<file path="config.mk">
export PLATFORM = sky130hd
export DESIGN_NAME = i2c_timing_monitor
export DESIGN_NICKNAME = d
export VERILOG_FILES = /design/src/rtl/i2c_tmon_pkg.sv /design/src/rtl/i2c_tmon_since.sv /design/src/rtl/i2c_tmon_dp.sv /design/src/rtl/i2c_tmon_ctrl.sv /design/src/rtl/i2c_timing_monitor.sv
export SDC_FILE = /design/constraint.sdc
export NUM_CORES = 1
export LEC_CHECK = 0
export ABC_AREA = 1
export BUFFER_PORTS_ARGS = -buffer_cell sky130_fd_sc_hd__clkbuf_2
export CAP_MARGIN = 5
export CORE_ASPECT_RATIO = 0.6
export CORE_MARGIN = 2
export CORE_UTILIZATION = 56
export DETAILED_ROUTE_END_ITERATION = 7
export PLACE_DENSITY = 0.74
export RECOVER_POWER = 50
export SETUP_SLACK_MARGIN = 0.05
export SLEW_MARGIN = 20
export SYNTH_ARGS = -nofsm -noshare
export SYNTH_HDL_FRONTEND = slang
export SYNTH_SLANG_ARGS = --single-unit
</file>
<file path="constraint.sdc">
create_clock -name clk -period 2.4 [get_ports clk]
set_clock_uncertainty 0.05 [all_clocks]
set_input_delay 0 -clock clk [delete_from_list [all_inputs] [get_ports clk]]
set_output_delay 0 -clock clk [all_outputs]
set_load 0.1 [all_outputs]
</file>
<file path="src/rtl/i2c_tmon_pkg.sv">
package i2c_tmon_pkg;

  localparam int NUM_RULES = 11;
  localparam int CODE_W    = 4;

  // rule bit positions (code = position + 1, lower code wins on ties)
  localparam int RULE_HIGH   = 0;
  localparam int RULE_LOW    = 1;
  localparam int RULE_FREE   = 2;
  localparam int RULE_STA_HD = 3;
  localparam int RULE_STA_SU = 4;
  localparam int RULE_STO_SU = 5;
  localparam int RULE_DAT_SU = 6;
  localparam int RULE_DAT_HD = 7;
  localparam int RULE_TX_HD  = 8;
  localparam int RULE_QUIET  = 9;
  localparam int RULE_PERIOD = 10;

  // elapsed-time counters kept on bus events
  localparam int CNT_RISE    = 0;
  localparam int CNT_FALL    = 1;
  localparam int CNT_SDA     = 2;
  localparam int CNT_START   = 3;
  localparam int CNT_STOP    = 4;
  localparam int NUM_BUS_CNT = 5;

  typedef struct packed {
    logic sclRise;
    logic sclFall;
    logic sdaChg;
    logic start;
    logic stop;
    logic sclLvl;
  } busEvt_t;

  function automatic int unsigned maxU(input int unsigned a, input int unsigned b);
    return (a > b) ? a : b;
  endfunction

  // width whose saturated value exceeds lim
  function automatic int unsigned satWidth(input int unsigned lim);
    return $clog2(lim + 2);
  endfunction

endpackage

</file>
<file path="src/rtl/i2c_tmon_since.sv">
module i2c_tmon_since #(
  parameter int unsigned W = 8
) (
  input  logic         clk,
  input  logic         rstN,
  input  logic         restart,
  output logic [W-1:0] count
);

  // cycles since the last restart; saturates, starts saturated
  always_ff @(posedge clk) begin
    if (!rstN)              count <= '1;
    else if (restart)       count <= W'(1);
    else if (count != '1)   count <= count + 1'b1;
  end

endmodule

</file>
<file path="src/rtl/i2c_tmon_dp.sv">
module i2c_tmon_dp
  import i2c_tmon_pkg::*;
#(
  parameter int unsigned CNT_W = 8,
  parameter int unsigned RST_W = 20
) (
  input  logic                                  clk,
  input  logic                                  rstN,
  input  logic                                  sclIn,
  input  logic                                  sdaIn,
  input  logic                                  resetDone,
  output busEvt_t                               evt,
  output logic [NUM_BUS_CNT-1:0][CNT_W-1:0]     since,
  output logic [RST_W-1:0]                      sinceRst
);

  logic [1:0] sclSync, sdaSync, rdPipe;
  logic       sclPrev, sdaPrev, sclS, sdaS;
  logic [NUM_BUS_CNT-1:0] restart;

  always_ff @(posedge clk) begin
    if (!rstN) begin
      sclSync <= 2'b11;
      sdaSync <= 2'b11;
      sclPrev <= 1'b1;
      sdaPrev <= 1'b1;
      rdPipe  <= 2'b00;
    end else begin
      sclSync <= {sclSync[0], sclIn};
      sdaSync <= {sdaSync[0], sdaIn};
      sclPrev <= sclSync[1];
      sdaPrev <= sdaSync[1];
      // same two-stage lag as the bus lines so intervals line up
      rdPipe  <= {rdPipe[0], resetDone};
    end
  end

  assign sclS = sclSync[1];
  assign sdaS = sdaSync[1];

  always_comb begin
    evt.sclRise = sclS & ~sclPrev;
    evt.sclFall = ~sclS & sclPrev;
    evt.sdaChg  = sdaS ^ sdaPrev;
    evt.start   = sclS & sclPrev & ~sdaS & sdaPrev;
    evt.stop    = sclS & sclPrev & sdaS & ~sdaPrev;
    evt.sclLvl  = sclS;
  end

  always_comb begin
    restart            = '0;
    restart[CNT_RISE]  = evt.sclRise;
    restart[CNT_FALL]  = evt.sclFall;
    restart[CNT_SDA]   = evt.sdaChg;
    restart[CNT_START] = evt.start;
    restart[CNT_STOP]  = evt.stop;
  end

  for (genvar g = 0; g < NUM_BUS_CNT; g++) begin : g_cnt
    i2c_tmon_since #(.W(CNT_W)) u_cnt (
      .clk     (clk),
      .rstN    (rstN),
      .restart (restart[g]),
      .count   (since[g])
    );
  end

  i2c_tmon_since #(.W(RST_W)) u_rstCnt (
    .clk     (clk),
    .rstN    (rstN),
    .restart (rdPipe[1]),
    .count   (sinceRst)
  );

endmodule

</file>
<file path="src/rtl/i2c_tmon_ctrl.sv">
module i2c_tmon_ctrl
  import i2c_tmon_pkg::*;
#(
  parameter int unsigned CNT_W      = 8,
  parameter int unsigned RST_W      = 20,
  parameter int unsigned MIN_HIGH   = 30,
  parameter int unsigned MIN_LOW    = 65,
  parameter int unsigned MIN_FREE   = 65,
  parameter int unsigned MIN_STA_HD = 30,
  parameter int unsigned MIN_STA_SU = 30,
  parameter int unsigned MIN_STO_SU = 30,
  parameter int unsigned MIN_DAT_SU = 10,
  parameter int unsigned MIN_DAT_HD = 8,
  parameter int unsigned TX_HD_MIN  = 25,
  parameter int unsigned TX_HD_MAX  = 35,
  parameter int unsigned MIN_PERIOD = 125,
  parameter int unsigned QUIET_CYC  = 500000
) (
  input  logic                              clk,
  input  logic                              rstN,
  input  busEvt_t                           evt,
  input  logic [NUM_BUS_CNT-1:0][CNT_W-1:0] since,
  input  logic [RST_W-1:0]                  sinceRst,
  input  logic                              localTx,
  output logic [NUM_RULES-1:0]              violFlags,
  output logic [CODE_W-1:0]                 violCode,
  output logic                              violStrobe
);

  localparam logic [CNT_W-1:0] L_HIGH   = CNT_W'(MIN_HIGH);
  localparam logic [CNT_W-1:0] L_LOW    = CNT_W'(MIN_LOW);
  localparam logic [CNT_W-1:0] L_FREE   = CNT_W'(MIN_FREE);
  localparam logic [CNT_W-1:0] L_STA_HD = CNT_W'(MIN_STA_HD);
  localparam logic [CNT_W-1:0] L_STA_SU = CNT_W'(MIN_STA_SU);
  localparam logic [CNT_W-1:0] L_STO_SU = CNT_W'(MIN_STO_SU);
  localparam logic [CNT_W-1:0] L_DAT_SU = CNT_W'(MIN_DAT_SU);
  localparam logic [CNT_W-1:0] L_DAT_HD = CNT_W'(MIN_DAT_HD);
  localparam logic [CNT_W-1:0] L_TX_LO  = CNT_W'(TX_HD_MIN);
  localparam logic [CNT_W-1:0] L_TX_HI  = CNT_W'(TX_HD_MAX);
  localparam logic [CNT_W-1:0] L_PERIOD = CNT_W'(MIN_PERIOD);
  localparam logic [RST_W-1:0] L_QUIET  = RST_W'(QUIET_CYC);

  logic                 staArm, holdArm, holdHit;
  logic [CNT_W-1:0]     sdaGap, holdVal;
  logic [NUM_RULES-1:0] hit;
  logic [CODE_W-1:0]    firstCode;

  // arm bits: first fall after START, first SDA change in a low phase
  always_ff @(posedge clk) begin
    if (!rstN) begin
      staArm  <= 1'b0;
      holdArm <= 1'b0;
    end else begin
      if (evt.start)        staArm <= 1'b1;
      else if (evt.sclFall) staArm <= 1'b0;

      if (evt.sclFall)                     holdArm <= ~evt.sdaChg;
      else if (evt.sclRise || evt.sdaChg)  holdArm <= 1'b0;
    end
  end

  always_comb begin
    sdaGap  = evt.sdaChg  ? '0 : since[CNT_SDA];
    holdVal = evt.sclFall ? '0 : since[CNT_FALL];
    holdHit = evt.sdaChg & ~evt.sclLvl & (holdArm | evt.sclFall);

    hit              = '0;
    hit[RULE_HIGH]   = evt.sclFall & (since[CNT_RISE] < L_HIGH);
    hit[RULE_LOW]    = evt.sclRise & (since[CNT_FALL] < L_LOW);
    hit[RULE_PERIOD] = evt.sclRise & (since[CNT_RISE] < L_PERIOD);
    hit[RULE_FREE]   = evt.start   & (since[CNT_STOP] < L_FREE);
    hit[RULE_STA_HD] = evt.sclFall & staArm & (since[CNT_START] < L_STA_HD);
    hit[RULE_STA_SU] = evt.start   & (since[CNT_RISE] < L_STA_SU);
    hit[RULE_STO_SU] = evt.stop    & (since[CNT_RISE] < L_STO_SU);
    hit[RULE_DAT_SU] = evt.sclRise & (sdaGap < L_DAT_SU);
    hit[RULE_DAT_HD] = holdHit & ~localTx & (holdVal < L_DAT_HD);
    hit[RULE_TX_HD]  = holdHit &  localTx & ((holdVal < L_TX_LO) | (holdVal > L_TX_HI));
    hit[RULE_QUIET]  = evt.start   & (sinceRst < L_QUIET);
  end

  // lowest-numbered rule wins the code
  always_comb begin
    firstCode = '0;
    for (int i = NUM_RULES - 1; i >= 0; i--) begin
      if (hit[i]) firstCode = CODE_W'(i + 1);
    end
  end

  always_ff @(posedge clk) begin
    if (!rstN) begin
      violFlags  <= '0;
      violCode   <= '0;
      violStrobe <= 1'b0;
    end else begin
      violFlags  <= violFlags | hit;
      violStrobe <= |hit;
      if (|hit) violCode <= firstCode;
    end
  end

  // flags never drop without reset
  p_sticky_keep_r11: assert property (@(posedge clk) disable iff (!rstN)
    (violFlags != '0) |=> ((violFlags & $past(violFlags)) == $past(violFlags)));

  // a strobe always carries a legal nonzero code
  p_strobe_code_r12: assert property (@(posedge clk) disable iff (!rstN)
    violStrobe |-> ((violCode != '0) && (violCode <= CODE_W'(NUM_RULES))));

  // a nonzero code implies some flag is recorded
  p_code_flag_r12: assert property (@(posedge clk) disable iff (!rstN)
    (violCode != '0) |-> (violFlags != '0));

  // hold tracking is only armed while the datapath sees SCL low
  p_hold_arm_low_r8: assert property (@(posedge clk) disable iff (!rstN)
    holdArm |-> (!evt.sclLvl || evt.sclRise));

  // START-hold tracking only armed while SCL remains high
  p_sta_arm_high_r5: assert property (@(posedge clk) disable iff (!rstN)
    staArm |-> (evt.sclLvl || evt.sclFall));

endmodule

</file>
<file path="src/rtl/i2c_timing_monitor.sv">
module i2c_timing_monitor
  import i2c_tmon_pkg::*;
#(
  parameter int unsigned MIN_HIGH   = 30,
  parameter int unsigned MIN_LOW    = 65,
  parameter int unsigned MIN_FREE   = 65,
  parameter int unsigned MIN_STA_HD = 30,
  parameter int unsigned MIN_STA_SU = 30,
  parameter int unsigned MIN_STO_SU = 30,
  parameter int unsigned MIN_DAT_SU = 10,
  parameter int unsigned MIN_DAT_HD = 8,
  parameter int unsigned TX_HD_MIN  = 25,
  parameter int unsigned TX_HD_MAX  = 35,
  parameter int unsigned MIN_PERIOD = 125,
  parameter int unsigned QUIET_CYC  = 500000
) (
  input  logic                 clk,
  input  logic                 rstN,
  input  logic                 sclIn,
  input  logic                 sdaIn,
  input  logic                 resetDone,
  input  logic                 localTx,
  output logic [10:0]          violFlags,
  output logic [3:0]           violCode,
  output logic                 violStrobe
);

  localparam int unsigned MAX_BUS_LIM =
    maxU(maxU(maxU(MIN_HIGH, MIN_LOW), maxU(MIN_FREE, MIN_PERIOD)),
         maxU(maxU(MIN_STA_HD, MIN_STA_SU),
              maxU(MIN_STO_SU, maxU(MIN_DAT_SU, maxU(MIN_DAT_HD, TX_HD_MAX)))));
  localparam int unsigned CNT_W = satWidth(MAX_BUS_LIM);
  localparam int unsigned RST_W = satWidth(QUIET_CYC);

  busEvt_t                           evt;
  logic [NUM_BUS_CNT-1:0][CNT_W-1:0] since;
  logic [RST_W-1:0]                  sinceRst;

  i2c_tmon_dp #(.CNT_W(CNT_W), .RST_W(RST_W)) u_dp (
    .clk       (clk),
    .rstN      (rstN),
    .sclIn     (sclIn),
    .sdaIn     (sdaIn),
    .resetDone (resetDone),
    .evt       (evt),
    .since     (since),
    .sinceRst  (sinceRst)
  );

  i2c_tmon_ctrl #(
    .CNT_W(CNT_W), .RST_W(RST_W),
    .MIN_HIGH(MIN_HIGH), .MIN_LOW(MIN_LOW), .MIN_FREE(MIN_FREE),
    .MIN_STA_HD(MIN_STA_HD), .MIN_STA_SU(MIN_STA_SU), .MIN_STO_SU(MIN_STO_SU),
    .MIN_DAT_SU(MIN_DAT_SU), .MIN_DAT_HD(MIN_DAT_HD),
    .TX_HD_MIN(TX_HD_MIN), .TX_HD_MAX(TX_HD_MAX),
    .MIN_PERIOD(MIN_PERIOD), .QUIET_CYC(QUIET_CYC)
  ) u_ctrl (
    .clk        (clk),
    .rstN       (rstN),
    .evt        (evt),
    .since      (since),
    .sinceRst   (sinceRst),
    .localTx    (localTx),
    .violFlags  (violFlags),
    .violCode   (violCode),
    .violStrobe (violStrobe)
  );

endmodule

</file>
Word-level counts from Yosys, hierarchy flattened

Index checks and enable logic that the tools add are counted.

Memories: 0
ROM bits: 0
Bits in writable memories: 0
Bits of input ports: 6
Output and inout bits: 16
Register bits after elaboration: 80
Latch bits: 0

Order comparisons: 10
Add/subtract/negate cells: 6
Reductions and logical operators: 16
Bitwise operators: 34
Equality and inequality tests: 6
Mux-type cells: 29
Shift-type cells: 0
$mul: 0
Div/mod/pow operators: 0

Operators by type and width:

| cell                                                          | number |
|---|---|
| two-way mux 7 bit                                             | 12 |
| two-way mux 4 bit                                             | 11 |
| two-way mux 19 bit                                            | 2 |
| adder 7 x 1 -> 7 bit, second input constant                   | 5 |
| != test 7 bit, second input constant                          | 5 |
| AND 1 bit                                                     | 23 |
| less-than comparator 7 x 5 -> 1 bit, second input constant    | 3 |
| less-than comparator 7 bit, second input constant             | 3 |
| adder 19 x 1 -> 19 bit, second input constant                 | 1 |
| less-than comparator 19 bit, second input constant            | 1 |
| != test 19 bit, second input constant                         | 1 |
| nonzero test 2 bit                                            | 8 |
| less-than comparator 7 x 4 -> 1 bit, second input constant    | 2 |
| OR reduction 2 bit                                            | 6 |
| bitwise OR 11 bit                                             | 1 |
| OR reduction 11 bit                                           | 1 |
| greater-than comparator 7 x 6 -> 1 bit, second input constant | 1 |
| inverter 1 bit                                                | 7 |
| two-way mux 1 bit                                             | 4 |
| bitwise OR 1 bit                                              | 2 |
| logical OR 1 bit                                              | 1 |
| bitwise XOR 1 bit                                             | 1 |

Longest topological paths before layout

Depth in word-level cells: 15
Mapped depth: 13

Cells and area by module

From an unflattened synthesis, not the netlist that was laid out.

Cells, all modules: 587
Area, all modules: 4047.6 µm²

By module, submodules not included:

| module                                   | times used | sequential area each (µm²) | area an instance (µm²) | cells an instance |
|---|---|---|---|---|
| i2c_tmon_since (u_dp.g_cnt[0].u_cnt ...) | 5          | 140.1                      | 329.1                  | 46 |
| i2c_tmon_since (u_dp.u_rstCnt)           | 1          | 380.4                      | 1139.8                 | 165 |
| i2c_tmon_ctrl                            | 1          | 360.3                      | 992.2                  | 156 |
| i2c_tmon_dp                              | 1          | 160.2                      | 270.3                  | 36 |

Worst setup path before layout

Ideal clock, no wire load.

Path type: flip-flop to flip-flop
From: register u_dp.u_rstCnt.count[0]
To: register u_dp.u_rstCnt.count[11]
Cell stages (with the launch flop): 11
Path buffers: 1
Slack: 0.845 ns
Arrival time: 1.441 ns
Library setup time: 0.064 ns
Required time: 2.286 ns
Cells stage by stage: dfxtp_1 > ha_1 > nand3_1 > inv_1 > nand2_2 > nor2_4 > nand2_4 > clkinv_2 > nand2_4 > buf_6 > nand3_1

Cells in the longest elaborated chain, start to end: 3
Elaborated cells on any way between the ends: 5
Classes of those cells: add/sub (1); eq/ne (1); mux (2); reduce/logical (1)

Ends and longest elaborated chain:

| item                   | RTL line             | text |
|---|---|---|
| from (decl)            | i2c_tmon_since.sv:7  | `output logic [W-1:0] count` |
| from (signal assigned) | i2c_tmon_since.sv:14 | `else if (count != '1) count <= count + 1'b1;` |
| adder 19 x 1 -> 19 bit | i2c_tmon_since.sv:14 |  |
| two-way mux 19 bit     | i2c_tmon_since.sv:14 |  |
| two-way mux 19 bit     | i2c_tmon_since.sv:13 | `else if (restart) count <= W'(1);` |

Several ways; a longest one is shown, not always the timed one. The select of a mux whose other input is x is not followed.
A chain may end at the register's enable or synchronous reset.

Worst setup path in the final report

From: register u_dp.sclPrev
To: register u_ctrl.violCode[0]

Cells in the longest elaborated chain, start to end: 14
Elaborated cells on any way between the ends: 41
Classes of those cells: order compare (3); mux (12); bitwise (25); reduce/logical (1)

Ends and longest elaborated chain:

| item                                                        | RTL line                                 | text |
|---|---|---|
| from (decl)                                                 | i2c_tmon_dp.sv:18                        | `logic sclPrev, sdaPrev, sclS, sdaS;` |
| from (signal assigned)                                      | i2c_tmon_dp.sv:31                        | `sclPrev <= sclSync[1];` |
| AND 1 bit (tied with other cells)                           | i2c_tmon_dp.sv:43                        | `evt.sclFall = ~sclS & sclPrev;` |
| two-way mux 7 bit (tied with other cells)                   | i2c_tmon_ctrl.sv:64                      | `holdVal = evt.sclFall ? '0 : since[CNT_FALL];` |
| less-than comparator 7 x 5 -> 1 bit (tied with other cells) | i2c_tmon_ctrl.sv:77                      | `hit[RULE_TX_HD] = holdHit & localTx & ((holdVal < L_TX_LO) \| (holdVal > L_TX_HI));` |
| bitwise OR 1 bit (tied with other cells)                    | i2c_tmon_ctrl.sv:77                      |  |
| AND 1 bit or two-way mux 4 bit (tied branches)              | i2c_tmon_ctrl.sv:77, i2c_tmon_ctrl.sv:85 |  |
| two-way mux 4 bit (9 in a row)                              | i2c_tmon_ctrl.sv:85                      | `if (hit[i]) firstCode = CODE_W'(i + 1);` |
| to (signal assigned)                                        | i2c_tmon_ctrl.sv:97                      | `if (\|hit) violCode <= firstCode;` |
| to (decl)                                                   | i2c_tmon_ctrl.sv:26                      | `output logic [CODE_W-1:0] violCode,` |

Several ways; a longest one is shown, not always the timed one.

==> results.sh <==
export IMPL_cts_sinks=80
export IMPL_yosys_top_cells_count="106 x nand2_1, 83 x inv_1, 80 x dfxtp_1, 50 x nor2_1, 48 x nand3_1"
export IMPL_synth_avg_cell_area_um2=7.080
export IMPL_diodes=0
export IMPL_grt_util_all_layers=0.2540
export IMPL_clock_fmax_mhz=498.9
export IMPL_vias_per_cell=5.490
export IMPL_cp_max_fo=7
export IMPL_synth_seq_cells=80
export IMPL_synth_ff_type="dfxtp_1"
export IMPL_core_area_mm2=0.006705
export IMPL_clk_latency_ns=0.34
export IMPL_hpwl_mm=6.515
export IMPL_start_util=0.5818
export IMPL_area_delta_synth_final_pct=11.90
export IMPL_routedWlPerCell_um=13.55
export IMPL_fp_dieH_um=68.65
export IMPL_ir_drop_v=0.0007810
export IMPL_cp_start_kind="register"
export IMPL_synth_most_common_cell="nand2_1"
export IMPL_cp_required_ns=2.58
export IMPL_async_reset_ff_frac=0
export IMPL_routed_wl_mm=9.064
export IMPL_hold_buffers=4
export IMPL_maxCapViolations=0
export IMPL_io_pins=22
export IMPL_synth_area_mm2=0.003901
export IMPL_dieWidth_um=111.8
export IMPL_yosysTopAreaCellShare=0.4105
export IMPL_min_period_ns=2.004
export IMPL_tightest_slew_ns=1.183
export IMPL_root_buffer="clkbuf_16"
export IMPL_grt_pass1_vias=3314
export IMPL_power_density_mw_per_mm2=1277
export IMPL_vias=3673
export IMPL_crit_chain="clkinv_1 -> nor2_1 -> nor2_1 -> nand2_1 -> nand3_1 -> nand2_1 -> nand3_2 -> nor2_4 -> nand2_1 -> nand2_1 -> a21oi_2"
export IMPL_status="completed"
export IMPL_worst_path_max_delay_cell="dfxtp_1"
export IMPL_hold_viol=0
export IMPL_dieArea_mm2=0.007672
export IMPL_grt_pass1_wl_mm=15.42
export IMPL_setup_viol=0
export IMPL_cp_end_kind="register"
export IMPL_relSlewSlack=0.2150
export IMPL_port_buffers=21
export IMPL_rsz0062_at_grt="false"
export IMPL_ys_seq_area_frac=0.4105
export IMPL_cts_resized_gates=0
export IMPL_yosysTopAreaCell="dfxtp_1"
export IMPL_cts_setup_buffers=0
export IMPL_slew_viol_final=0
export IMPL_leakage_uw=0.002238
export IMPL_cp_arrival_ns=2.19
export IMPL_ctsHtreeMaxLevel=3
export IMPL_postRouteAntennaNets=0
export IMPL_dr_pass1_iters=5
export IMPL_power_uw=5575
export IMPL_max_stage_delay_ns=0.42
export IMPL_drive_gt1_frac=0.08591
export IMPL_synth_edf_count=0
export IMPL_clockBufferDepth=2
export IMPL_crit_top_cell="nand2_1"
export IMPL_rows=23
export IMPL_yosysWarnings=0
export IMPL_numCtsBuffers=9
export IMPL_synthCells=551
export IMPL_antenna_found_initial=0
export IMPL_path_class="reg -> reg"
export IMPL_holdCritPathClass="in -> reg"
export IMPL_cts_tree="yes"
export IMPL_finalSetupTns_ns=0
export IMPL_period_share=0.8351
export IMPL_synth_area_leaders="dfxtp_1 41%, nand2_1 10%, inv_1 8.0%, nand3_1 6.2%, o21ai_0 5.0%"
export IMPL_overflow=0
export IMPL_synth_fp_nets=563
export IMPL_synth_cell_types=38
export IMPL_nets=589
export IMPL_drtIter0Drc=391
export IMPL_cts_clk_slew_worst_paths_ns=0.06
export IMPL_remaining_drc_errors=0
export IMPL_grt_start_max_net_pins=33
export IMPL_gp_congestion=0.9670
flip-flops by register name, indices dropped and copies added (netlist names):
register,flops
u_ctrl.holdArm,1
u_ctrl.violCode,4
u_ctrl.violFlags,11
u_dp.g_cnt.u_cnt.count,35
u_dp.sclSync,2
u_ctrl.staArm,1
u_dp.u_rstCnt.count,19
u_dp.sdaSync,2
u_ctrl.violStrobe,1
u_dp.sclPrev,1
u_dp.rdPipe,2
u_dp.sdaPrev,1
worst max-delay path: cells and delay by family (launching register included):
family          cells  cell delay [ns]
simple gates        9             1.32
flops               1             0.42
buf+inv             1             0.09
compound gates      1             0.03
per-layer routing:
layer / share of wire / GRT usage / up-vias
li1: - / - / 1862
met3: 0.082 / 0.08129 / 19
met5: 0 / 0 / -
met1: 0.51 / 0.3605 / 1647
met2: 0.40 / 0.3652 / 145
met4: 0.010 / 0.08642 / 0
cell type report:
type                       instances  area (um^2)
fill                             587         2340
multi-input combinational        370         1892
sequential                        80         1602
inverter                          89        335.3
clock buffer                      10        229.0
timing repair buffer              27        138.9
tap                               87        108.9
clock inverter                     6        60.06
metrics by stage:
stage / utilization / cell area, um^2 / cells / hold WS (ns) / worst slack (ns)
5_1_grt: 0.6511 / 4365 / 669 / 0.07309 / 0.2020
3_3_place_gp: 0.6081 / 4078 / 649 / 0.1351 / 0.6388
3_5_place_dp: 0.6081 / 4078 / 649 / 0.1428 / 0.5394
6_report: 0.6511 / 4365 / 669 / 0.05432 / 0.3958
2_1_floorplan: - / 3901 / 551 / 0.04763 / 0.8454
4_1_cts: 0.6572 / 4407 / 669 / 0.04430 / 0.5245
worst paths after layout:
path / from / end / slack, ns / depth (start not counted)
max reg2reg: u_dp.sclPrev / u_ctrl.violCode[0] / 0.40 / 11
min: rstN / u_dp.g_cnt[2].u_cnt.count[5] / 0.05 / 3
min reg2reg: u_dp.sclSync[0] / u_dp.sclSync[1] / 0.37 / 1
max: u_dp.sclPrev / u_ctrl.violCode[0] / 0.40 / 11
cell usage in the layout (no fill, tap or decap), types with 4 or more instances in the layout:
cell type and instances:
nand2_1 107, nand4_1 26, o21ai_0 39, dfxtp_1 80
clkinv_2 4, a21oi_1 21, xor2_1 6, o311ai_0 5
nor2_1 53, nor3_1 13, inv_1 84, dlygate4sd3_1 4
clkbuf_16 9, nand3_1 48, clkbuf_1 18, or2_2 9
clkbuf_2 4, ha_1 6
cells by family (layout without fill, tap and decap cells):
logic type,Yosys count,count (layout),share of synthesized area
XOR/XNOR,6,6,0.01347
AND/OR/NAND/NOR,277,277,0.3403
buffers and inverters,101,132,0.09942
AO/OA/AOI/OAI,81,81,0.1171
flip-flops,80,80,0.4105
adder cells (fa/ha/maj),6,6,0.01924
report_power, final:
group          internal, uW  switching [uW]
clock                   800             543
sequential             1690             358
combinational           748            1430
total                  3240            2330
(Power assumes the default switching activity.)
